==> src/rtl/aai_pkg.sv <==
package aai_pkg;

  localparam logic [7:0] OP_STATUS    = 8'h05;
  localparam logic [7:0] OP_WR_EN     = 8'h06;
  localparam logic [7:0] OP_WR_DIS    = 8'h04;
  localparam logic [7:0] OP_BYTE_PROG = 8'h02;
  localparam logic [7:0] OP_WORD_PROG = 8'hAD;

  typedef enum logic [2:0] {
    K_POLL,
    K_WREN,
    K_WRDI,
    K_BYTE,
    K_WORD
  } frame_kind_e;

  typedef enum logic [1:0] {
    N_START,
    N_BODY,
    N_TAIL,
    N_TWRDI
  } resume_e;

endpackage

==> src/rtl/aai_addr_track.sv <==
module aai_addr_track #(
  parameter int ADDR_W = 24,
  parameter int LEN_W  = 16
) (
  input  logic              clk,
  input  logic              rst,
  input  logic              load,
  input  logic [ADDR_W-1:0] load_addr,
  input  logic [LEN_W-1:0]  load_len,
  input  logic              step,
  output logic [ADDR_W-1:0] addr,
  output logic [LEN_W-1:0]  rem,
  output logic [LEN_W-1:0]  count
);

  // One step per data byte: +1 after the odd lead byte, +2 per word frame.
  always_ff @(posedge clk) begin
    if (rst) begin
      addr  <= '0;
      rem   <= '0;
      count <= '0;
    end else if (load) begin
      addr  <= load_addr;
      rem   <= load_len;
      count <= '0;
    end else if (step) begin
      addr  <= addr + 1'b1;
      rem   <= rem - 1'b1;
      count <= count + 1'b1;
    end
  end

  // a data byte is only taken while bytes remain
  assert_no_underflow_R10: assert property (@(posedge clk) disable iff (rst)
    step |-> (rem != '0));

  // the count only grows between loads
  assert_count_monotonic_R10: assert property (@(posedge clk) disable iff (rst)
    !load |=> (count >= $past(count)));

endmodule

==> src/rtl/aai_poll_timer.sv <==
module aai_poll_timer #(
  parameter int LIMIT = 4096
) (
  input  logic clk,
  input  logic rst,
  input  logic clear,
  input  logic tick,
  output logic last
);

  localparam int CW = $clog2(LIMIT + 1);

  logic [CW-1:0] cnt;

  always_ff @(posedge clk) begin
    if (rst || clear) cnt <= '0;
    else if (tick)    cnt <= cnt + 1'b1;
  end

  // High while the read in flight is the last one a poll may spend.
  assign last = (cnt == CW'(LIMIT - 1));

  // the sequencer never retries past the allowed number of reads
  assert_tick_bounded_R9: assert property (@(posedge clk) disable iff (rst)
    tick |-> (cnt < CW'(LIMIT - 1)));

endmodule

==> src/rtl/aai_prog_engine.sv <==
module aai_prog_engine
  import aai_pkg::*;
#(
  parameter int ADDR_W     = 24,
  parameter int LEN_W      = 16,
  parameter int POLL_LIMIT = 4096
) (
  input  logic              clk,
  input  logic              rst,
  input  logic              start,
  input  logic [ADDR_W-1:0] start_addr,
  input  logic [LEN_W-1:0]  length,
  input  logic [7:0]        data_in,
  input  logic              data_valid,
  output logic              data_ready,
  output logic              spi_start,
  output logic [7:0]        spi_tx,
  output logic              spi_last,
  input  logic              spi_done,
  input  logic [7:0]        spi_rx,
  output logic              busy,
  output logic              done,
  output logic              error,
  output logic [LEN_W-1:0]  bytes_written
);

  localparam int AB    = ADDR_W / 8;
  localparam int IDX_W = $clog2(AB + 4);

  logic              run_q, wait_q, trail_q, first_q;
  frame_kind_e       kind_q, body_kind;
  resume_e           nxt_q;
  logic [IDX_W-1:0]  idx_q, naddr, flen_m1;
  logic [ADDR_W-1:0] trk_addr;
  logic [LEN_W-1:0]  trk_rem, trk_count;
  logic [7:0]        op_byte, addr_byte, cur_byte;
  logic              is_addr, is_data, at_end, can_issue, frame_end;
  logic              accept_start, rx_busy, tmr_clear, tmr_tick, tmr_last;
  logic              unused_rx;

  aai_addr_track #(.ADDR_W(ADDR_W), .LEN_W(LEN_W)) u_track (
    .clk(clk), .rst(rst), .load(accept_start), .load_addr(start_addr),
    .load_len(length), .step(can_issue && is_data),
    .addr(trk_addr), .rem(trk_rem), .count(trk_count)
  );

  aai_poll_timer #(.LIMIT(POLL_LIMIT)) u_timer (
    .clk(clk), .rst(rst), .clear(tmr_clear), .tick(tmr_tick), .last(tmr_last)
  );

  // Frame geometry: opcode, optional address bytes, data or dummy bytes.
  always_comb begin
    naddr = ((kind_q == K_BYTE) || (kind_q == K_WORD && first_q)) ? IDX_W'(AB) : '0;
    case (kind_q)
      K_POLL, K_BYTE: flen_m1 = naddr + IDX_W'(1);
      K_WORD:         flen_m1 = naddr + IDX_W'(2);
      default:        flen_m1 = '0;
    endcase
    case (kind_q)
      K_POLL:  op_byte = OP_STATUS;
      K_WREN:  op_byte = OP_WR_EN;
      K_WRDI:  op_byte = OP_WR_DIS;
      K_BYTE:  op_byte = OP_BYTE_PROG;
      default: op_byte = OP_WORD_PROG;
    endcase
    is_addr   = (idx_q != '0) && (idx_q <= naddr);
    is_data   = (idx_q > naddr) && (kind_q == K_BYTE || kind_q == K_WORD);
    at_end    = (idx_q == flen_m1);
    addr_byte = 8'(trk_addr >> (8 * (AB - int'(idx_q))));
    if (idx_q == '0)  cur_byte = op_byte;
    else if (is_addr) cur_byte = addr_byte;
    else if (is_data) cur_byte = data_in;
    else              cur_byte = 8'h00;
  end

  assign accept_start  = !run_q && start;
  assign data_ready    = run_q && !wait_q && is_data;
  assign can_issue     = run_q && !wait_q && (!is_data || data_valid);
  assign frame_end     = run_q && wait_q && spi_done && at_end;
  assign rx_busy       = spi_rx[0];
  assign unused_rx     = ^spi_rx[7:1];
  assign body_kind     = (trk_rem >= LEN_W'(2)) ? K_WORD : K_WRDI;
  assign tmr_clear     = accept_start
                       || (frame_end && (kind_q inside {K_BYTE, K_WORD}))
                       || (frame_end && kind_q == K_WRDI && !trail_q);
  assign tmr_tick      = frame_end && kind_q == K_POLL && rx_busy && !tmr_last;
  assign busy          = run_q;
  assign bytes_written = trk_count;

  always_ff @(posedge clk) begin
    if (rst) begin
      run_q <= 1'b0; wait_q <= 1'b0; trail_q <= 1'b0; first_q <= 1'b0;
      kind_q <= K_POLL; nxt_q <= N_START; idx_q <= '0;
      spi_start <= 1'b0; spi_tx <= 8'h00; spi_last <= 1'b0;
      done <= 1'b0; error <= 1'b0;
    end else begin
      spi_start <= 1'b0;
      done      <= 1'b0;
      if (accept_start) begin
        error <= 1'b0; trail_q <= 1'b0; first_q <= 1'b1; wait_q <= 1'b0;
        idx_q <= '0; kind_q <= K_POLL; nxt_q <= N_START;
        if (length == '0) done <= 1'b1;
        else              run_q <= 1'b1;
      end else if (can_issue) begin
        spi_start <= 1'b1;
        spi_tx    <= cur_byte;
        spi_last  <= at_end;
        wait_q    <= 1'b1;
      end else if (run_q && wait_q && spi_done) begin
        wait_q <= 1'b0;
        if (!at_end) begin
          idx_q <= idx_q + 1'b1;
        end else begin
          idx_q <= '0;
          case (kind_q)
            K_POLL: begin
              if (rx_busy) begin
                if (tmr_last) begin
                  error <= 1'b1; run_q <= 1'b0; done <= 1'b1;
                end
              end else begin
                case (nxt_q)
                  N_START: kind_q <= K_WREN;
                  N_BODY:  kind_q <= body_kind;
                  N_TWRDI: kind_q <= K_WRDI;
                  default: begin
                    if (trk_rem == LEN_W'(1)) begin
                      trail_q <= 1'b1; kind_q <= K_WREN;
                    end else begin
                      run_q <= 1'b0; done <= 1'b1;
                    end
                  end
                endcase
              end
            end
            K_WREN: kind_q <= (trail_q || trk_addr[0]) ? K_BYTE : body_kind;
            K_BYTE: begin
              kind_q <= K_POLL;
              nxt_q  <= trail_q ? N_TWRDI : N_BODY;
            end
            K_WORD: begin
              kind_q <= K_POLL; nxt_q <= N_BODY; first_q <= 1'b0;
            end
            default: begin
              if (trail_q) begin
                run_q <= 1'b0; done <= 1'b1;
              end else begin
                kind_q <= K_POLL; nxt_q <= N_TAIL;
              end
            end
          endcase
        end
      end
    end
  end

  // each shifter request lasts one cycle
  assert_start_pulse_R11: assert property (@(posedge clk) disable iff (rst)
    spi_start |=> !spi_start);

  // an accepted data byte goes to the shifter on the next cycle
  assert_accept_issue_R11: assert property (@(posedge clk) disable iff (rst)
    (data_valid && data_ready) |=> spi_start);

  // completion is a single-cycle pulse
  assert_done_pulse_R2: assert property (@(posedge clk) disable iff (rst)
    done |=> !done);

  // an aborted request leaves the block idle
  assert_err_idle_R9: assert property (@(posedge clk) disable iff (rst)
    error |-> !busy);

  // the byte count holds while idle
  assert_count_idle_R10: assert property (@(posedge clk) disable iff (rst)
    (!busy && !start) |=> $stable(bytes_written));

endmodule

==> config.mk <==
export PLATFORM = sky130hd
export DESIGN_NAME = aai_prog_engine
export DESIGN_NICKNAME = d
export VERILOG_FILES = /design/src/rtl/aai_pkg.sv /design/src/rtl/aai_addr_track.sv /design/src/rtl/aai_poll_timer.sv /design/src/rtl/aai_prog_engine.sv
export SDC_FILE = /design/constraint.sdc
export NUM_CORES = 1
export LEC_CHECK = 0
export ABC_AREA = 1
export BUFFER_PORTS_ARGS = -buffer_cell sky130_fd_sc_hd__buf_4
export CORE_MARGIN = 2
export CORE_UTILIZATION = 25
export CTS_CLUSTER_SIZE = 12
export DETAILED_ROUTE_END_ITERATION = 10
export PLACE_DENSITY = 0.48
export SLEW_MARGIN = 0
export SYNTH_ARGS = -nofsm -noshare
export SYNTH_HDL_FRONTEND = slang
export SYNTH_SLANG_ARGS = --single-unit
==> constraint.sdc <==
create_clock -name clk -period 2.55 [get_ports clk]
set_input_delay 0.765 -clock clk [delete_from_list [all_inputs] [get_ports clk]]
set_output_delay 0.765 -clock clk [all_outputs]
set_load 0.005 [all_outputs]
# Word-level counts from Yosys, hierarchy flattened
# Index checks and enable logic that the tools add are counted.
# word_totals
output_inout_bits	30
wordCells	158
input_bits	61
register_bits	93
# op_classes
eq_ne	19
n_shift	1
order_cmp	3
bitwise	5
n_reduce_logical	55
add_sub_neg	8
muxes	51
# ops
operator	n
$mux W24	2
$mux W16	2
$pmux W8 S4	1
$shr A24 B32 Y8	1
$mux W1	28
$add A24 B1 Y24 const B	1
$mux W8	3
$mux W3	6
$pmux W3 S3	2
$logic_and A1 B1 Y1	17
$add A16 B1 Y16 const B	1
$eq A16 B1 Y1 const B	1
$ge A16 B2 Y1 const B	1
$logic_not A16 Y1	1
$sub A16 B1 Y16 const B	1
$add A13 B1 Y13 const B	1
$eq A13 B12 Y1 const B	1
$ne A4 B4 Y1 const B	3
$reduce_and A6 Y1	2
$reduce_bool A2 Y1	6
$reduce_and A9 Y1	1
$reduce_or A2 Y1	4
$logic_or A1 B1 Y1	7
$reduce_and A7 Y1	1
30 further kinds	48

# Longest topological paths before layout
# Gate-level depths: netlist (run 1).
# depth
depth_word	12
depth_mapped	14

# Modules after synthesis
# From an unflattened synthesis (run 1), not the netlist that was laid out.
# unflattened
cells_unflattened	871
area_unflattened_um2	5611.6
# modules_own_cells
module	area_each_um2	cells_each	n_inst	seq_area_each_um2
aai_addr_track	3201.8	486	1	1121.1
aai_prog_engine	1760.4	288	1	480.5
aai_poll_timer	649.4	97	1	260.2

# Worst setup path after synthesis (run 1)
# Ideal clock, no wire load.
# synth_path
path_kind	register to output
startpoint	register idx_q[0]
endpoint	output port data_ready
path_buffers	2
arrival_time_ns	1.725
slack_ns	0.060
required_time_ns	1.785
path_stages_with_launch	10
cell_sequence	dfxtp_1 > buf_2 > inv_1 > clkbuf_1 > ha_1 > o21ai_0 > nand3_1 > nand2_2 > nand2_4 > nor3_1
# synth_via
elab_chain_len	3
# synth_rtl
element	line	source
start, declared	aai_prog_engine.sv:33	logic [IDX_W-1:0] idx_q, naddr, flen_m1;
start signal, assigned	aai_prog_engine.sv:112	idx_q <= idx_q + 1'b1;
$gt A3 B2 Y1	aai_prog_engine.sv:67	is_data = (idx_q > naddr) && (kind_q == K_BYTE || kind_q == K_WORD);
$logic_and A1 B1 Y1	aai_prog_engine.sv:67	
$logic_and A1 B1 Y1	aai_prog_engine.sv:77	assign data_ready = run_q && !wait_q && is_data;
end, declared	aai_prog_engine.sv:15	output logic data_ready,
# No other way between the ends.

# Worst setup path in the final report (run 1)
# layout_path
startpoint	register kind_q[0]
endpoint	output port data_ready
# layout_via
elab_chain_len	7
word_cells_on_any_way	9
# layout_rtl
element	line	source
start, declared	aai_prog_engine.sv:31	frame_kind_e kind_q, body_kind;
start signal, assigned	aai_prog_engine.sv:124	N_BODY: kind_q <= body_kind;
start signal, assigned	aai_prog_engine.sv:136	K_WREN: kind_q <= (trail_q || trk_addr[0]) ? K_BYTE : body_kind;
$eq A3 B3 Y1	aai_prog_engine.sv:53, aai_prog_engine.sv:67	
$logic_and A1 B1 Y1	aai_prog_engine.sv:53	naddr = ((kind_q == K_BYTE) || (kind_q == K_WORD && first_q)) ? IDX_W'(AB) : '0;
$logic_or A1 B1 Y1	aai_prog_engine.sv:53	
$mux W2	aai_prog_engine.sv:53	
$gt A3 B2 Y1	aai_prog_engine.sv:67	
$logic_and A1 B1 Y1 (*)	aai_prog_engine.sv:67	
$logic_and A1 B1 Y1 (*)	aai_prog_engine.sv:77	
# Every way passes the cells marked *; elsewhere a longest branch is shown, timed or not.

==> impl_metrics.ini, run 1 <==
[outcome]
outcome = finished with violations
violations = negative setup slack

[placed_design]
dp_hpwl_um = 13500
port_buffers = 83
dp.cells = 1308
place.gp.congestion = 0.859
place_ws_ps = 89.2

[setup_path]
worstReg2RegStart = kind_q[0]$_SDFFE_PP0P_
crit_required_ps = 1790
cp-start-kind = flip-flop
worstSetupEndpointType = output pin
worst-setup-path-type = reg2out
r2r-end = u_track.rem[14]$_SDFFE_PP0P_
cp-startpoint = kind_q[0]$_SDFFE_PP0P_
r2r_cells = 17
rrSetupSlack_ps = 170
cp_max_fo = 3
worst_ep_arrival_time_ps = 1910

[min_path]
worstHoldEndpoint = error$_SDFFE_PP0P_
min_from = error$_SDFFE_PP0P_
min_path_cells = 2
hold_class = reg2reg

[final_layout]
antenna_cells = 0
post-route-util = 0.327
synthToLayoutAreaGrowth_pct = 27.8
finalNonFillerCells = 1333
drive_gt1_frac = 0.169
num-nets-final = 1085
mostFrequentLayoutCell = nand2_1
final_cell_mix = nand2_1 (213), nor2_1 (140), buf_4 (116)

[grt]
grt_pass1_vias = 5898
grt_max_degree = 41
grt_most_used_layer = met2
grt_use_total = 0.150
met1_usage = 0.210
antenna_found_initial = 0
grt_use_met2 = 0.237
gr-total-overflow = 0
grtUsageMet3 = 0.0255
grt_pass1_wl_um = 29600

[route]
firstDrtPassIters = 4
drt_iter0_drc = 318
drtAntennaViolNets = 0
drcViolationCount = 0
routed_wl_um = 18400
wl_per_cell_um = 13.8
viasPerCell = 4.58
dr_total_vias = 6103

[timing]
layout_setup_ws_ps = -128
min_period_over_period = 1.05
finalSetupTns_ps = -128
timing.fmax_mhz = 373
setup_viol = 1
hold_viol = 0
slew_violations = 0
slew_headroom = 0.599
worst_slew_pin_slew_ps = 600
rsz0062_at_grt = true
clock-skew-final_ps = 11.5
min_period_ps = 2680

[cts]
htree_levels = 3
postCtsHoldBufs = 0
cts-root-buf = clkbuf_16
tritoncts = done
clockBufferDepth = 2
numCtsBuffers = 9
clock_insertion_delay_worst_skew_ps = 350
cts_num_sinks = 93
clk_pin_slew_ps = 70

[logic_synthesis]
synth.avg_cell_area_um2 = 6.38
synthTopCellsByArea = dfxtp_1 (32%), nand2_1 (14%), nor2_1 (9.1%)
syn_area_um2 = 5830
synth-seq-cells = 93
synth_top_area_cell = dfxtp_1
yosysSeqAreaShare = 0.319
yosys_warnings = 0
syn_inst = 913
synth.top_cell.area_share = 0.319
yosysUniqueCellTypes = 45
syn_nets = 983

[die]
die-height_um = 157
initial_utilization = 0.256
die_area_um2 = 24600
rows = 55
die_w_um = 157
core_area_um2 = 22800
ios = 91

[power_and_ir_drop]
power_switching_share = 0.278
clkPwrFrac = 0.412
fin_total_pwr_w = 0.00366
seq_power_share = 0.437
p_comb_frac = 0.151
p_int_w = 0.00265
powerDensity_nw_per_um2 = 492
p_switching_w = 0.00102
power.leakage_nw = 3.07
vdd_drop_max_mv = 0.241

[flow_run]
drv_cap = 0
## cell type report
| class | count | area [um^2] |
|---|---|---|
| tap | 313 | 392 |
| clock inverter | 6 | 93.8 |
| multi-input combinational | 707 | 3570 |
| inverter | 83 | 319 |
| fill | 2489 | 15300 |
| timing repair buffer | 121 | 967 |
| clock buffer | 10 | 239 |
| sequential | 93 | 1870 |
## kinds of logic (layout without fill, tap and decap cells)
group | after synthesis | after routing | share of synthesized area
compound gates | 150 | 150 | 0.138
xor+xnor | 42 | 42 | 0.0631
fa+ha+maj | 9 | 9 | 0.0193
buf+inv | 113 | 220 | 0.0784
flops | 93 | 93 | 0.319
mux | 4 | 4 | 0.00687
simple gates | 502 | 502 | 0.375
## routing by layer
metal / vias up / wire length, um
met3: 17 / 688
met1: 2762 / 9270
met2: 113 / 8120
met4: 0 / 272
met5: - / 0
li1: 3211 / -
## registers in the layout, summed over array words and instances (netlist names), 2 cells and up
| name | cells |
|---|---|
| nxt_q | 2 |
| kind_q | 3 |
| u_timer.cnt | 13 |
| spi_tx | 8 |
| u_track.addr | 24 |
| u_track.count | 16 |
| u_track.rem | 16 |
| idx_q | 3 |
## power by group through the flow
| stage | Clock, W | Combinational (W) | Sequential (W) |
|---|---|---|---|
| floorplan | 0 | 0.000348 | 0.00161 |
| global placement | 0 | 0.000550 | 0.00163 |
| detailed placement | 0 | 0.000551 | 0.00163 |
| CTS | 0.00157 | 0.000555 | 0.00160 |
| global route | 0.00162 | 0.000629 | 0.00161 |
| finish | 0.00151 | 0.000554 | 0.00160 |
## cells in the mapped netlist, drive strengths merged
cell and n:
xnor2 16, and3 1, o21ai 64, nand2 220, a211oi 1, o21a 1, nor2 147, buf 18
clkbuf 12, a21boi 3, nand3 59, a31o 1, clkinv 1, xor2 26, or2 5, o22ai 4
nand3b 2, nor3 40, dfxtp 93, o32ai 1, nor4 2, nor3b 1, a21oi 69, inv 82
a31oi 2, nand4 25, o21bai 2, mux2i 4, o211ai 2, ha 9
## critical path: stages, from the launching register on
cell,delay (ps)
dfxtp_4,380
inv_4,40
nor2_4,100
nand2_2,60
nand2_2,90
ha_4,210
o21ai_2,130
nand3_1,90
nand2_2,110
nand2_4,60
nor3_4,180
buf_6,120
## worst max path at each step
stage                             to  slack [ps]  cells past startpoint
final                     data_ready        -130                     11
after global routing      data_ready        -260                     11
after floorplan           data_ready          60                      9
after global placement    data_ready          50                     11
after CTS                 data_ready        -110                     10
after detailed placement  data_ready          90                     11
## stage by stage
| step | hold WS [ps] | instance area, um^2 |
|---|---|---|
| floorplan | 437 | 5830 |
| global placement | 445 | 6950 |
| detailed placement | 446 | 6950 |
| CTS | 458 | 7320 |
| global route | 486 | 7450 |
| finish | 454 | 7450 |
## what timing repair did
action                                  4_1_cts  5_1_grt
gates cloned                                  0        1
setup buffers                                 3        5
pin swaps                                     3        5
resized for setup                             5       17
endpoints found under the setup margin        1       19
(Power assumes the default switching activity.)
==> inputs of run 2 (changes only) <==
--- a/config.mk
+++ b/config.mk
@@ -7,6 +7,7 @@
 export LEC_CHECK = 0
 export ABC_AREA = 1
 export BUFFER_PORTS_ARGS = -buffer_cell sky130_fd_sc_hd__buf_4
+export CORE_ASPECT_RATIO = 0.8
 export CORE_MARGIN = 2
 export CORE_UTILIZATION = 25
 export CTS_CLUSTER_SIZE = 12
==> run 2 against run 1 <==
  * The run still ends with negative setup slack left
  * Critical endpoint unchanged
  * Via count hardly changed
  * First-iteration DRC count is 32% higher
  * Sequential power hardly changed
  * Critical path depth is 1 higher
  * Final cell count is 0.45% lower
  * Wire length is 2.3% higher
  * Die area hardly changed
==> impl_metrics.ini, run 2 (synthesized netlist as in run 1, its figures left out) <==
[setup_path]
worst_ep_arrival_time_ps = 1940
r2r_cells = 15
worstSetupEndpointType = output pin
worst-setup-path-type = reg2out
crit_required_ps = 1790
cp_max_fo = 3
cp-startpoint = kind_q[1]$_SDFFE_PP0P_
cp-start-kind = flip-flop
worstReg2RegStart = kind_q[1]$_SDFFE_PP0P_
rrSetupSlack_ps = 190
r2r-end = u_track.rem[6]$_SDFFE_PP0P_

[cts]
numCtsBuffers = 9
clockBufferDepth = 2
clock_insertion_delay_worst_skew_ps = 360
postCtsHoldBufs = 0
htree_levels = 3
clk_pin_slew_ps = 70
cts-root-buf = clkbuf_16
cts_num_sinks = 93
tritoncts = done

[timing]
timing.fmax_mhz = 369
min_period_over_period = 1.06
holdWs_ps = 457
min_period_ps = 2710
slew_headroom = 0.636
clock-skew-final_ps = 12.8
setup_viol = 1
layout_setup_ws_ps = -159
worst_slew_pin_slew_ps = 543
slew_violations = 0
rsz0062_at_grt = true
hold_viol = 0

[power_and_ir_drop]
vdd_drop_max_mv = 0.333
power.leakage_nw = 3.07
power_switching_share = 0.284
clkPwrFrac = 0.424
p_comb_frac = 0.148
seq_power_share = 0.428
powerDensity_nw_per_um2 = 505
p_int_w = 0.00268
p_switching_w = 0.00106

[final_layout]
fin_area_um2 = 7420
final_cell_mix = nand2_1 (213), nor2_1 (141), buf_4 (119)
mostFrequentLayoutCell = nand2_1
regMostFlops = u_track.addr
seqCellArea_um2 = 1870
drive_gt1_frac = 0.169
num-nets-final = 1086
largest_reg_flops = 24
synthToLayoutAreaGrowth_pct = 27.2
multi_input_area_um2 = 3570
largestRegisters = u_track.addr (24), u_track.count (16), u_track.rem (16)
antenna_cells = 0
n_fill_cell = 2600

[die]
initial_utilization = 0.257
die_w_um = 175
die_area_um2 = 24600
ios = 91
core_area_um2 = 22700
die-height_um = 141
rows = 49

[route]
drt_iter0_drc = 419
wl_per_cell_um = 14.2
drcViolationCount = 0
wirelength_met1_um = 9870
wl_met3_um = 948
viasPerCell = 4.60
dr_total_vias = 6105
drtAntennaViolNets = 0
firstDrtPassIters = 5
routed_wl_um = 18800
dr_wl_met2_um = 7780
highest_layer = met4

[min_path]
worstHoldEndpoint = error$_SDFFE_PP0P_
min_path_cells = 2
min_from = error$_SDFFE_PP0P_
hold_class = reg2reg

[outcome]
violations = negative setup slack
outcome = finished with violations

[grt]
grt_use_total = 0.154
gr-total-overflow = 0
grt_pass1_wl_um = 30400
grt_pass1_vias = 5721
antenna_found_initial = 0
grt_max_degree = 41

[placed_design]
place.gp.congestion = 0.859
port_buffers = 83
dp_hpwl_um = 14000
dpl_cell_area_um2 = 6980

[flow_run]
drv_cap = 0
## run 2: changes by cell type in the layout (fill, tap and decap cells not counted), sizes merged
cell / previous run / this run
buf: 120 / 122
clkinv: 3 / 1
inv: 83 / 84
## run 2: final cells by class
| cell class | count | area share |
|---|---|---|
| clock buffer | 11 | 0.0341 |
| clock inverter | 5 | 0.0121 |
| inverter | 83 | 0.0420 |
| multi-input combinational | 707 | 0.481 |
| sequential | 93 | 0.252 |
| tap | 306 | 0.0516 |
| timing repair buffer | 122 | 0.127 |
## run 2: power by group through the flow
stage / clock, W / combinational, W / sequential [W]
2_1_floorplan: 0 / 0.000348 / 0.00161
4_1_cts: 0.00163 / 0.000558 / 0.00160
3_5_place_dp: 0 / 0.000555 / 0.00163
5_1_grt: 0.00169 / 0.000627 / 0.00161
3_3_place_gp: 0 / 0.000555 / 0.00163
6_report: 0.00159 / 0.000553 / 0.00160
## run 2: worst max-delay path, stage by stage, from the launching register on
cell     delay [ps]
dfxtp_2         340
nor2_4          140
nand3_4          90
buf_4           150
buf_4           120
buf_4           120
buf_4           130
nand3_2          70
nand2_2          70
nand2_4          70
nor3_2           40
buf_4           140
buf_6           110
## run 2: through the flow
step	worst slack, ps	utilization	instances	TNS [ps]	power (W)
floorplan	60.1	-	913	0	0.00196
global placement	50.8	0.308	1308	0	0.00219
detailed placement	60.9	0.308	1308	0	0.00219
CTS	-194	0.325	1327	-194	0.00379
global route	-289	0.327	1327	-289	0.00393
finish	-159	0.327	1327	-159	0.00374
## run 2: metal layers
layer,vias up,global-route usage
li1,3199,-
met3,12,0.0326
met5,-,0
met2,155,0.228
met1,2739,0.231
met4,0,0.0272
## run 2: how the worst max path moves through the flow
stage | endpoint | slack, ps
3_5_place_dp | data_ready | 60
6_report | data_ready | -160
3_3_place_gp | data_ready | 50
2_1_floorplan | data_ready | 60
5_1_grt | data_ready | -290
4_1_cts | data_ready | -190
## run 2: repair_timing
action | in CTS | in global routing
buffers inserted | 3 | 0
resized for setup | 6 | 10
setup endpoints to repair | 1 | 33
cloned | 0 | 0
pin swaps | 5 | 0
==> inputs of run 3 (changes only) <==
--- a/config.mk
+++ b/config.mk
@@ -5,7 +5,6 @@
 export SDC_FILE = /design/constraint.sdc
 export NUM_CORES = 1
 export LEC_CHECK = 0
-export ABC_AREA = 1
 export BUFFER_PORTS_ARGS = -buffer_cell sky130_fd_sc_hd__buf_4
 export CORE_ASPECT_RATIO = 0.8
 export CORE_MARGIN = 2
==> run 3 against run 2 <==
  * Critical path type unchanged
  * Setup slack worse by 20 ps
  * Critical path depth down 4
  * Core utilization up 2.4 points
  * Design area up 1.5%
  * Synthesized cell count down 27%
  * Largest power group is now the clock network
  * Die area down 6.6%
  * Flip-flop and latch count unchanged
  * The run still ends with negative setup slack left
  * Clock power about the same
==> impl_metrics.ini, run 3 <==
[logic_synthesis]
async_flop_share = 0
ys.flop_type = dfxtp_1
synth-seq-cells = 93
yosys_warnings = 0
syn_nets = 739
syn_inst = 669
synth.top_cells.by_count = nor2_1 (95), dfxtp_1 (93), nand2_1 (50)
synth.avg_cell_area_um2 = 8.13
syn_area_um2 = 5440
synthTopCellsByArea = dfxtp_1 (34%), nor2_1 (6.6%), a21oi_1 (3.9%)
synth_top_area_cell = dfxtp_1
yosysMostFrequentCell = nor2_1
yosysSeqAreaShare = 0.342
synth_edf_count = 0
yosysUniqueCellTypes = 78
synth.top_cell.area_share = 0.342

[route]
wl_per_cell_um = 16.4
dr_total_vias = 5412
drcViolationCount = 0
firstDrtPassIters = 5
drtAntennaViolNets = 0
drt_iter0_drc = 421
routed_wl_um = 17600
viasPerCell = 5.03

[placed_design]
port_buffers = 83
dp_hpwl_um = 12700
dpl_cell_area_um2 = 6700
place.gp.congestion = 0.855
dp.cells = 1044

[timing]
clock-skew-final_ps = 7.41
slew_headroom = 0.634
rsz0062_at_grt = true
layout_setup_ws_ps = -179
min_period_over_period = 1.07
holdWs_ps = 474
slew_violations = 0
setup_viol = 13
hold_viol = 0
finalSetupTns_ps = -696
timing.fmax_mhz = 366
worst_slew_pin_slew_ps = 547
min_period_ps = 2730

[min_path]
worstHoldEndpoint = spi_tx[1]$_SDFFE_PP0P_
min_from = spi_tx[1]$_SDFFE_PP0P_
hold_class = reg2reg
min_path_cells = 2

[setup_path]
worst-path-buf-inv = 1
critical-path-top-delay-family = simple AND/OR/NAND/NOR gates
path_depth = 8
r2r_cells = 14
rrSetupSlack_ps = -80
worst_ep_arrival_time_ps = 1960
r2r-end = u_track.rem[14]$_SDFFE_PP0P_
cp-start-kind = flip-flop
worstReg2RegStart = kind_q[2]$_SDFFE_PP0P_
worstPathCellList = nand3b_4, nand2_4, ha_4, nor2_4, a221o_1, nor2_2, nor3_2, buf_4
worst-setup-path-type = reg2out
crit_required_ps = 1790
worstSetupEndpointType = output pin
max_stage_delay_ps = 380
cp_slowest_cell = dfxtp_4
cp_max_fo = 4

[final_layout]
largest_reg_flops = 24
antenna_cells = 0
fin_area_um2 = 7520
largestRegisters = u_track.addr (24), u_track.count (16), u_track.rem (16)
mostFrequentLayoutCell = buf_4
final_cell_mix = buf_4 (144), dfxtp_1 (90), nor2_1 (86)
regMostFlops = u_track.addr
finalNonFillerCells = 1077
num-nets-final = 867
drive_gt1_frac = 0.303
synthToLayoutAreaGrowth_pct = 38.4

[die]
core_area_um2 = 21400
die-height_um = 136
die_w_um = 169
rows = 48
ios = 91
die_area_um2 = 22900
initial_utilization = 0.254

[grt]
antenna_found_initial = 0
grt_max_degree = 45
grt_use_total = 0.154
gr-total-overflow = 0
grt_pass1_wl_um = 27900
grt_pass1_vias = 5162

[flow_run]
drv_cap = 0

[cts]
clock_insertion_delay_worst_skew_ps = 360
cts-root-buf = clkbuf_16
cts_num_sinks = 93
clk_pin_slew_ps = 70
clockBufferDepth = 2
tritoncts = done
htree_levels = 3
numCtsBuffers = 9
postCtsHoldBufs = 0

[power_and_ir_drop]
power.leakage_nw = 2.73
powerDensity_nw_per_um2 = 484
vdd_drop_max_mv = 0.300
fin_total_pwr_w = 0.00364

[outcome]
violations = negative setup slack
outcome = finished with violations
==> run 3: where the power goes <==
group | switching, W | total, W | leakage (nW) | internal [W]
logic | 0.000245 | 0.000452 | 1.80 | 0.000206
clock network | 0.000616 | 0.00160 | 0.165 | 0.000984
registers | 0.0000784 | 0.00159 | 0.763 | 0.00151
==> run 3: area by class of cell <==
class,count,area [um^2]
timing repair buffer,154,1240
clock buffer,10,239
fill,2275,13900
clock inverter,6,110
inverter,12,45.0
tap,275,344
multi-input combinational,527,3670
sequential,93,1870
==> run 3: layer usage <==
metal | share of wire | track usage | vias up
met2 | 0.42 | 0.229 | 113
met5 | 0 | 0 | -
met3 | 0.043 | 0.0306 | 15
met4 | 0.014 | 0.0512 | 0
li1 | - | - | 2735
met1 | 0.52 | 0.223 | 2549
==> run 3: metrics by stage <==
step | utilization | setup WS [ps]
final | 0.351 | -179
after global routing | 0.351 | -263
after floorplan | - | 4.79
after detailed placement | 0.312 | -153
after CTS | 0.336 | -250
after global placement | 0.312 | -118
==> run 3: timing repair <==
action                                  CTS  global route
endpoints found under the setup margin   11            44
pin swaps                                 9            23
gates cloned                              1             3
gates resized for setup                  19            56
hold endpoints to repair                  0             0
buffers inserted                          5             9
==> run 3: logic make-up after synthesis <==
logic type,Yosys count,synth area share
flops,93,0.342
buf+inv,50,0.0396
xor+xnor,30,0.0483
fa+ha+maj,9,0.0207
compound gates,173,0.234
simple gates,299,0.287
mux,15,0.0283
==> run 3: how the worst max path moves through the flow <==
stage | endpoint | slack (ps) | start
after floorplan | data_ready | 5 | kind_q[1]$_SDFFE_PP0P_
after global placement | u_track.rem[1]$_SDFFE_PP0P_ | -120 | kind_q[2]$_SDFFE_PP0P_
after detailed placement | u_track.rem[1]$_SDFFE_PP0P_ | -150 | kind_q[2]$_SDFFE_PP0P_
after CTS | data_ready | -250 | kind_q[2]$_SDFFE_PP0P_
after global routing | data_ready | -260 | kind_q[0]$_SDFFE_PP0P_
final | data_ready | -180 | kind_q[2]$_SDFFE_PP0P_
==> run 3: worst reg2reg max path, delay by kind of cell, from the launching register on <==
family / cells / cell delay, ps
AOI/OAI and AO/OA: 4 / 860
buffers and inverters: 5 / 700
DFF: 1 / 380
adders and majority gates: 1 / 290
and+or+nand+nor: 4 / 280
